<file path="src/rtl/phy_train_pkg.sv">
package phy_train_pkg;

  typedef enum logic [2:0] {
    PH_IDLE      = 3'd0,
    PH_RD_CENTER = 3'd1,
    PH_RCV_LOCK  = 3'd2,
    PH_WR_LEVEL  = 3'd3,
    PH_WR_CENTER = 3'd4
  } phase_e;

  localparam logic [2:0] PH_LAST_CODE = 3'd4;

  // Out-of-range codes map to idle.
  function automatic phase_e phase_legalize(input logic [2:0] raw);
    phase_e p;
    if (raw <= PH_LAST_CODE) p = phase_e'(raw);
    else                     p = PH_IDLE;
    return p;
  endfunction

  // Successor in the automatic chain; the final phase wraps to idle.
  function automatic phase_e phase_succ(input phase_e cur);
    phase_e p;
    case (cur)
      PH_RD_CENTER: p = PH_RCV_LOCK;
      PH_RCV_LOCK:  p = PH_WR_LEVEL;
      PH_WR_LEVEL:  p = PH_WR_CENTER;
      default:      p = PH_IDLE;
    endcase
    return p;
  endfunction

endpackage

</file>
<file path="src/rtl/phy_train_timer.sv">
module phy_train_timer #(
  parameter int LIMIT = 1024
) (
  input  logic clk,
  input  logic rst,
  input  logic active,
  input  logic done,
  input  logic kick,
  output logic expire
);
  localparam int CNT_W = (LIMIT < 2) ? 1 : $clog2(LIMIT);
  localparam logic [CNT_W-1:0] LAST = CNT_W'(LIMIT - 1);

  logic [CNT_W-1:0] cnt_q;

  // Expiry looks only at the count and the done pulse, never at kick,
  // so there is no loop through the phase decision.
  assign expire = active && !done && (cnt_q == LAST);

  always_ff @(posedge clk) begin
    if (rst || kick || !active) cnt_q <= '0;
    else                        cnt_q <= cnt_q + 1'b1;
  end
endmodule

</file>
<file path="src/rtl/phy_train_ctrl.sv">
module phy_train_ctrl
  import phy_train_pkg::*;
(
  input  phase_e     phase_q,
  input  logic       manual,
  input  logic [2:0] req_code,
  input  logic       start,
  input  logic       done,
  input  logic       expire,
  input  logic       lock_q,
  output phase_e     phase_d,
  output logic       load_rank,
  output logic       finish,
  output logic       set_err,
  output logic       clr_err,
  output logic       lock_d
);
  phase_e req;

  always_comb begin
    req       = phase_legalize(req_code);
    phase_d   = phase_q;
    load_rank = 1'b0;
    finish    = 1'b0;
    set_err   = 1'b0;
    clr_err   = 1'b0;
    lock_d    = lock_q;

    if (!manual) begin
      lock_d = 1'b0;
      if (expire) begin
        phase_d = PH_IDLE;
        set_err = 1'b1;
      end else if (phase_q == PH_IDLE) begin
        if (start) begin
          phase_d   = PH_RD_CENTER;
          load_rank = 1'b1;
          clr_err   = 1'b1;
        end
      end else if (done) begin
        phase_d = phase_succ(phase_q);
        finish  = (phase_q == PH_WR_CENTER);
      end
    end else begin
      if (expire) begin
        phase_d = PH_IDLE;
        set_err = 1'b1;
        lock_d  = 1'b1;
      end else if (lock_q) begin
        phase_d = PH_IDLE;
        if (req == PH_IDLE) lock_d = 1'b0;
      end else begin
        phase_d   = req;
        load_rank = (phase_q == PH_IDLE) && (req != PH_IDLE);
      end
    end
  end
endmodule

</file>
<file path="src/rtl/phy_train_seq.sv">
module phy_train_seq
  import phy_train_pkg::*;
#(
  parameter int RANK_W         = 3,
  parameter int TIMEOUT_CYCLES = 1024
) (
  input  logic              clk,
  input  logic              rst,
  input  logic [RANK_W-1:0] rank_sel,
  input  logic [2:0]        next_phase,
  input  logic              manual_mode,
  input  logic              start,
  input  logic              phase_done,
  output logic [2:0]        phase_out,
  output logic [RANK_W-1:0] rank_out,
  output logic              busy,
  output logic              complete,
  output logic              timeout_err
);
  phase_e            phase_q, phase_d;
  logic [RANK_W-1:0] rank_q;
  logic              busy_q, cmp_q, err_q, lock_q;
  logic              load_rank, finish, set_err, clr_err, lock_d;
  logic              tmr_expire, tmr_kick;

  assign tmr_kick = phase_done || (phase_d != phase_q);

  phy_train_timer #(.LIMIT(TIMEOUT_CYCLES)) u_timer (
    .clk    (clk),
    .rst    (rst),
    .active (phase_q != PH_IDLE),
    .done   (phase_done),
    .kick   (tmr_kick),
    .expire (tmr_expire)
  );

  phy_train_ctrl u_ctrl (
    .phase_q   (phase_q),
    .manual    (manual_mode),
    .req_code  (next_phase),
    .start     (start),
    .done      (phase_done),
    .expire    (tmr_expire),
    .lock_q    (lock_q),
    .phase_d   (phase_d),
    .load_rank (load_rank),
    .finish    (finish),
    .set_err   (set_err),
    .clr_err   (clr_err),
    .lock_d    (lock_d)
  );

  always_ff @(posedge clk) begin
    if (rst) begin
      phase_q <= PH_IDLE;
      rank_q  <= '0;
      busy_q  <= 1'b0;
      cmp_q   <= 1'b0;
      err_q   <= 1'b0;
      lock_q  <= 1'b0;
    end else begin
      phase_q <= phase_d;
      busy_q  <= (phase_d != PH_IDLE);
      cmp_q   <= finish;
      lock_q  <= lock_d;
      if (load_rank) rank_q <= rank_sel;
      if (set_err)      err_q <= 1'b1;
      else if (clr_err) err_q <= 1'b0;
    end
  end

  assign phase_out   = phase_q;
  assign rank_out    = rank_q;
  assign busy        = busy_q;
  assign complete    = cmp_q;
  assign timeout_err = err_q;
endmodule

</file>
<file path="config.mk">
export PLATFORM = sky130hd
export DESIGN_NAME = phy_train_seq
export DESIGN_NICKNAME = d
export VERILOG_FILES = /design/src/rtl/phy_train_pkg.sv /design/src/rtl/phy_train_timer.sv /design/src/rtl/phy_train_ctrl.sv /design/src/rtl/phy_train_seq.sv
export SDC_FILE = /design/constraint.sdc
export NUM_CORES = 1
export LEC_CHECK = 0
export BUFFER_PORTS_ARGS = -buffer_cell sky130_fd_sc_hd__buf_2
export CAP_MARGIN = 10
export CORE_MARGIN = 2
export CORE_UTILIZATION = 50
export CTS_CLUSTER_DIAMETER = 120
export DETAILED_ROUTE_END_ITERATION = 7
export GPL_TIMING_DRIVEN = 0
export PLACE_DENSITY = 0.72
export SLEW_MARGIN = 10
export SYNTH_ARGS = -nofsm -noshare
export SYNTH_HDL_FRONTEND = slang
export SYNTH_SLANG_ARGS = --single-unit
</file>
<file path="constraint.sdc">
create_clock -name clk -period 3.45 [get_ports clk]
set_clock_uncertainty 0.1 [all_clocks]
set_input_delay 0.69 -clock clk [delete_from_list [all_inputs] [get_ports clk]]
set_output_delay 0.69 -clock clk [all_outputs]
set_load 0.05 [all_outputs]
</file>
### Yosys cells after proc, flatten, opt, wreduce, memory -nomap -nowiden

Index checks and enable logic that the tools add are counted.

* word-level logic and storage cells: 55
* output and inout bits: 9
* register bits: 20
* input bits: 11

* magnitude comparators: 1
* equal/unequal tests: 6
* $add $sub $neg: 1
* bitwise operators: 2
* reductions and logical operators: 16
* muxes and demuxes: 22

Operators with widths (count)
* 2-to-1 mux 3 bit: 8
* 2-to-1 mux 1 bit: 13
* adder 10 x 1 -> 10 bit, second input constant: 1
* equality test 10 bit, second input constant: 1
* case mux 3 bit (3 select lines): 1
* nonzero test 3 bit: 3
* equality test 3 x 2 -> 1 bit, second input constant: 2
* zero test 3 bit: 2
* OR reduction 5 bit: 1
* equality test 3 x 1 -> 1 bit, second input constant: 1
* equality test 3 bit, second input constant: 1
* <= comparator 3 bit, second input constant: 1
* logical AND 1 bit: 3
* logical OR 1 bit: 3
* != test 3 bit: 1
* zero test 1 bit: 2
* inverter 1 bit: 2
* nonzero test 2 bit: 1
* OR reduction 2 bit: 1

### Logic depth before layout (Yosys ltp)

* word-level depth: 10
* mapped depth: 6
* mapped depth without buffers: 6

### Modules after synthesis

Synthesis repeated with hierarchy kept, for this count alone.

* cells, all modules: 108
* area total of the unflattened synthesis: 969.7 um2

By module, submodules not included
* phy_train_timer: instances 1, cells an instance 48, area an instance 435.4 um2, seq. area each 200.2 um2
* phy_train_seq: instances 1, cells an instance 30, area an instance 341.6 um2, seq. area each 200.2 um2
* phy_train_ctrl: instances 1, cells an instance 30, area an instance 192.7 um2, seq. area each 0.0 um2

### Worst setup path before layout

OpenSTA, ideal clock, no wires.

* path kind: reg-to-reg
* start point: reg phase_q[0], in the netlist phase_out[0]
* end point: reg u_timer.cnt_q[2]
* period minus slack after synthesis: 2.123 ns
* cell stages (with the launch flop): 7
* path slack: 1.327 ns
* path buffers: 0
* library setup time: 0.137 ns
* data required time: 3.213 ns
* arrival time: 1.886 ns
* cell sequence: dfxtp_1 and4bb_1 a21oi_2 a2bb2oi_2 or3_2 nand4_4 nor4_1

* word-level cells in the longest chain between the ends: 10
* elaborated cells on any way between the ends: 19
* those cells by class: eq/ne (4); mux (7); reduce/logical (8)

RTL lines
* from (decl): RTL line phy_train_seq.sv:20 `phase_e phase_q, phase_d;`
* from (signal assigned): RTL line phy_train_seq.sv:62 `phase_q <= phase_d;`
* equality test 3 x 2 -> 1 bit or equality test 3 x 1 -> 1 bit (tied branches): RTL line phy_train_pkg.sv:24 `case (cur)`
* case mux 3 bit (3 select lines): RTL line phy_train_pkg.sv:24
* 2-to-1 mux 3 bit: RTL line phy_train_ctrl.sv:40 `end else if (done) begin`
* 2-to-1 mux 3 bit: RTL line phy_train_ctrl.sv:34 `end else if (phase_q == PH_IDLE) begin`
* 2-to-1 mux 3 bit: RTL line phy_train_ctrl.sv:31 `if (expire) begin`
* 2-to-1 mux 3 bit: RTL line phy_train_ctrl.sv:29 `if (!manual) begin`
* != test 3 bit: RTL line phy_train_seq.sv:26 `assign tmr_kick = phase_done || (phase_d != phase_q);`
* logical OR 1 bit: RTL line phy_train_seq.sv:26
* logical OR 1 bit: RTL line phy_train_timer.sv:21 `if (rst || kick || !active) cnt_q <= '0;`
* logical OR 1 bit (*): RTL line phy_train_timer.sv:21
* to (signal assigned): RTL line phy_train_timer.sv:22 `else cnt_q <= cnt_q + 1'b1;`
* to (decl): RTL line phy_train_timer.sv:14 `logic [CNT_W-1:0] cnt_q;`

Mark *: on every way between the ends. The rest lies on a longest branch, timed or not.
A chain may end at the register's enable or synchronous reset.

### Final worst setup path

* start point: in manual_mode
* end point: reg u_timer.cnt_q[2]

* word-level cells in the longest chain between the ends: 5

RTL lines
* from (decl): RTL line phy_train_seq.sv:11 `input logic manual_mode,`
* 2-to-1 mux 3 bit: RTL line phy_train_ctrl.sv:29
* != test 3 bit: RTL line phy_train_seq.sv:26
* logical OR 1 bit: RTL line phy_train_seq.sv:26
* logical OR 1 bit (2 in series): RTL line phy_train_timer.sv:21

No other way between the ends.

==> results.sh <==
export IMPL_status="completed"
export IMPL_critPathKind="in2reg"
export IMPL_drtIter0Drc=14
export IMPL_place_inst=145
export IMPL_start_kind="input port"
export IMPL_power_density_nw_per_um2=390
export IMPL_finalWeightedCongestion=0.765
export IMPL_num_antenna_cells=0
export IMPL_area_delta_synth_final_pct=16.0
export IMPL_ys_seq_elements=20
export IMPL_rsz0062_at_grt="no"
export IMPL_fin_cells=149
export IMPL_synth_nets=111
export IMPL_relSlewSlack=0.691
export IMPL_power_frac_clock=0.291
export IMPL_final_common_cell="dfxtp_1"
export IMPL_syn_area_per_cell_um2=10.4
export IMPL_start_util=0.526
export IMPL_period_minus_slack_ns=2.04
export IMPL_p_seq_frac=0.522
export IMPL_viasPerCell=5.54
export IMPL_clkTransAtPathRegs_ns=0.11
export IMPL_antenna_found_initial=0
export IMPL_p_leak_nw=0.529
export IMPL_crit_fanout=10
export IMPL_cts_setup_buffers=0
export IMPL_cts_resized=0
export IMPL_cts_buffers=3
export IMPL_synthFlopType="dfxtp_1"
export IMPL_fill_cells=184
export IMPL_drc_errors=0
export IMPL_ctsHoldBuffers=0
export IMPL_synth_edf_count=0
export IMPL_cts_tree="built"
export IMPL_drive_above_1_share=0.328
export IMPL_track_usage=0.195
export IMPL_antenna_left=0
export IMPL_layout_nets=135
export IMPL_area_sequential_um2=400
export IMPL_drv_slew=0
export IMPL_die_width_um=49.4
export IMPL_dp_hpwl_um=1420
export IMPL_drt_total_wl_um=1960
export IMPL_critPathRequiredTime_ns=3.56
export IMPL_cellInternalPower_mw=0.332
export IMPL_die_h_um=49.4
export IMPL_ys_seq_area_frac=0.388
export IMPL_io_buffers=19
export IMPL_grt_max_degree=12
export IMPL_grt_pass1_vias=840
export IMPL_crit_path_end_kind="register"
export IMPL_multi_input_area_um2=632
export IMPL_core_um2=1960
export IMPL_rrSetupSlack_ns=1.42
export IMPL_route_detailed_wl_per_inst_um=13.2
export IMPL_fp_row_count=16
export IMPL_netlist_instances=99
export IMPL_hold_path_class="reg2reg"
export IMPL_finalSetupViolations=0
export IMPL_netlist_top_cells_area="dfxtp_1 (39%), nor4_1 (6.1%), xor2_1 (5.9%)"
export IMPL_synthArstFlopShare=0
export IMPL_ios=20
export IMPL_min_period_over_period=0.591
export IMPL_synth_cell_types=38
export IMPL_arrival_ns=2.14
export IMPL_worst_pin_slew_ns=0.463
export IMPL_clkLatencyLatePin_ns=0.30
export IMPL_htreeDepth=1
export IMPL_netlist_area_um2=1030
export IMPL_final_hold_violation_count=0
export IMPL_fmax_ghz=0.491
export IMPL_ctsRootBufferMaster="clkbuf_4"
export IMPL_yosysTopAreaCell="dfxtp_1"
export IMPL_ir_drop_mv=0.276
export IMPL_dieArea_um2=2440
export IMPL_power_share_switching=0.289
export IMPL_grt_pass1_wl_um=3680
export IMPL_combPwrFrac=0.187
export IMPL_vias=826
export IMPL_layout_common_cells="dfxtp_1 (20), buf_2 (19), nor2_1 (11)"
export IMPL_clock_sinks=20
export IMPL_cap_violations=0
export IMPL_first_pass_iters=4
export IMPL_yosys_warnings=0
export IMPL_yosysTopAreaCellShare=0.388
export IMPL_fin_setup_tns_ns=0
export IMPL_p_sw_mw=0.135
export IMPL_overflow=0
export IMPL_cts_buffer_depth=2
per-stage QoR:
stage	area (um^2)	power, mW	worst slack [ns]	hold WS (ns)	utilization
floorplan	1030	0.312	1.33	0.389	-
global placement	1160	0.334	1.18	0.371	0.592
detailed placement	1160	0.336	1.06	0.386	0.592
CTS	1200	0.472	1.38	0.415	0.610
global route	1200	0.489	1.18	0.460	0.610
finish	1200	0.467	1.41	0.410	0.610
final timing paths:
check                                  start          endpoint  cells past startpoint
worst max-delay path             manual_mode  u_timer.cnt_q[2]                      7
worst min-delay path             rank_out[2]       rank_out[2]                      2
worst max register to register  phase_out[1]  u_timer.cnt_q[2]                      6
worst min register to register   rank_out[2]       rank_out[2]                      2
cells by family after synthesis:
group | after synthesis | share of synthesized area
xor gates and xnor gates | 10 | 0.0921
adders and majority gates | 1 | 0.0121
AOI/OAI and AO/OA | 11 | 0.0788
and+or+nand+nor | 53 | 0.390
muxes | 4 | 0.0388
DFF | 20 | 0.388
flip-flops by register name, summed over array words and instances (netlist names):
name and cells:
complete 1, rank_out 3, phase_out 3, lock_q 1
timeout_err 1, busy 1, u_timer.cnt_q 10
Yosys cell counts, types with 2 or more instances:
cell,instances
xnor2_1,2
nand2b_1,2
nand4_1,2
a21oi_1,3
nor3b_1,2
mux2i_1,4
nor4_1,10
dfxtp_1,20
xor2_1,7
a31oi_1,2
nand3_1,3
and3_1,2
nor2_1,11
nand4_4,2
o21ai_2,2
nand2_1,3
worst max-delay path, stage by stage:
cell and delay, ns:
buf_2 0.15, nor2b_4 0.15, and3b_1 0.17, nor3_2 0.29, or3_1 0.20, nand4_4 0.19
nor4_1 0.30
routing by layer:
layer / vias up / routed length [um] / track usage
met3: 5 / 76 / 0.0184
li1: 421 / - / -
met2: 24 / 953 / 0.333
met4: 0 / 38 / 0.0833
met5: - / 0 / 0
met1: 376 / 891 / 0.251
area by class of cell:
class                   count  area share
well taps                  27      0.0282
multi-input cells          79       0.528
repair buffers             19      0.0794
flip-flops and latches     20       0.334
clock buffers               4      0.0303
power by group through the flow:
stage	Clock [mW]	Combinational (mW)	Sequential (mW)
2_1_floorplan	0	0.0443	0.268
3_3_place_gp	0	0.0852	0.248
3_5_place_dp	0	0.0872	0.249
4_1_cts	0.140	0.0874	0.244
5_1_grt	0.150	0.0941	0.245
6_report	0.136	0.0871	0.244
(Power assumes the default switching activity.)
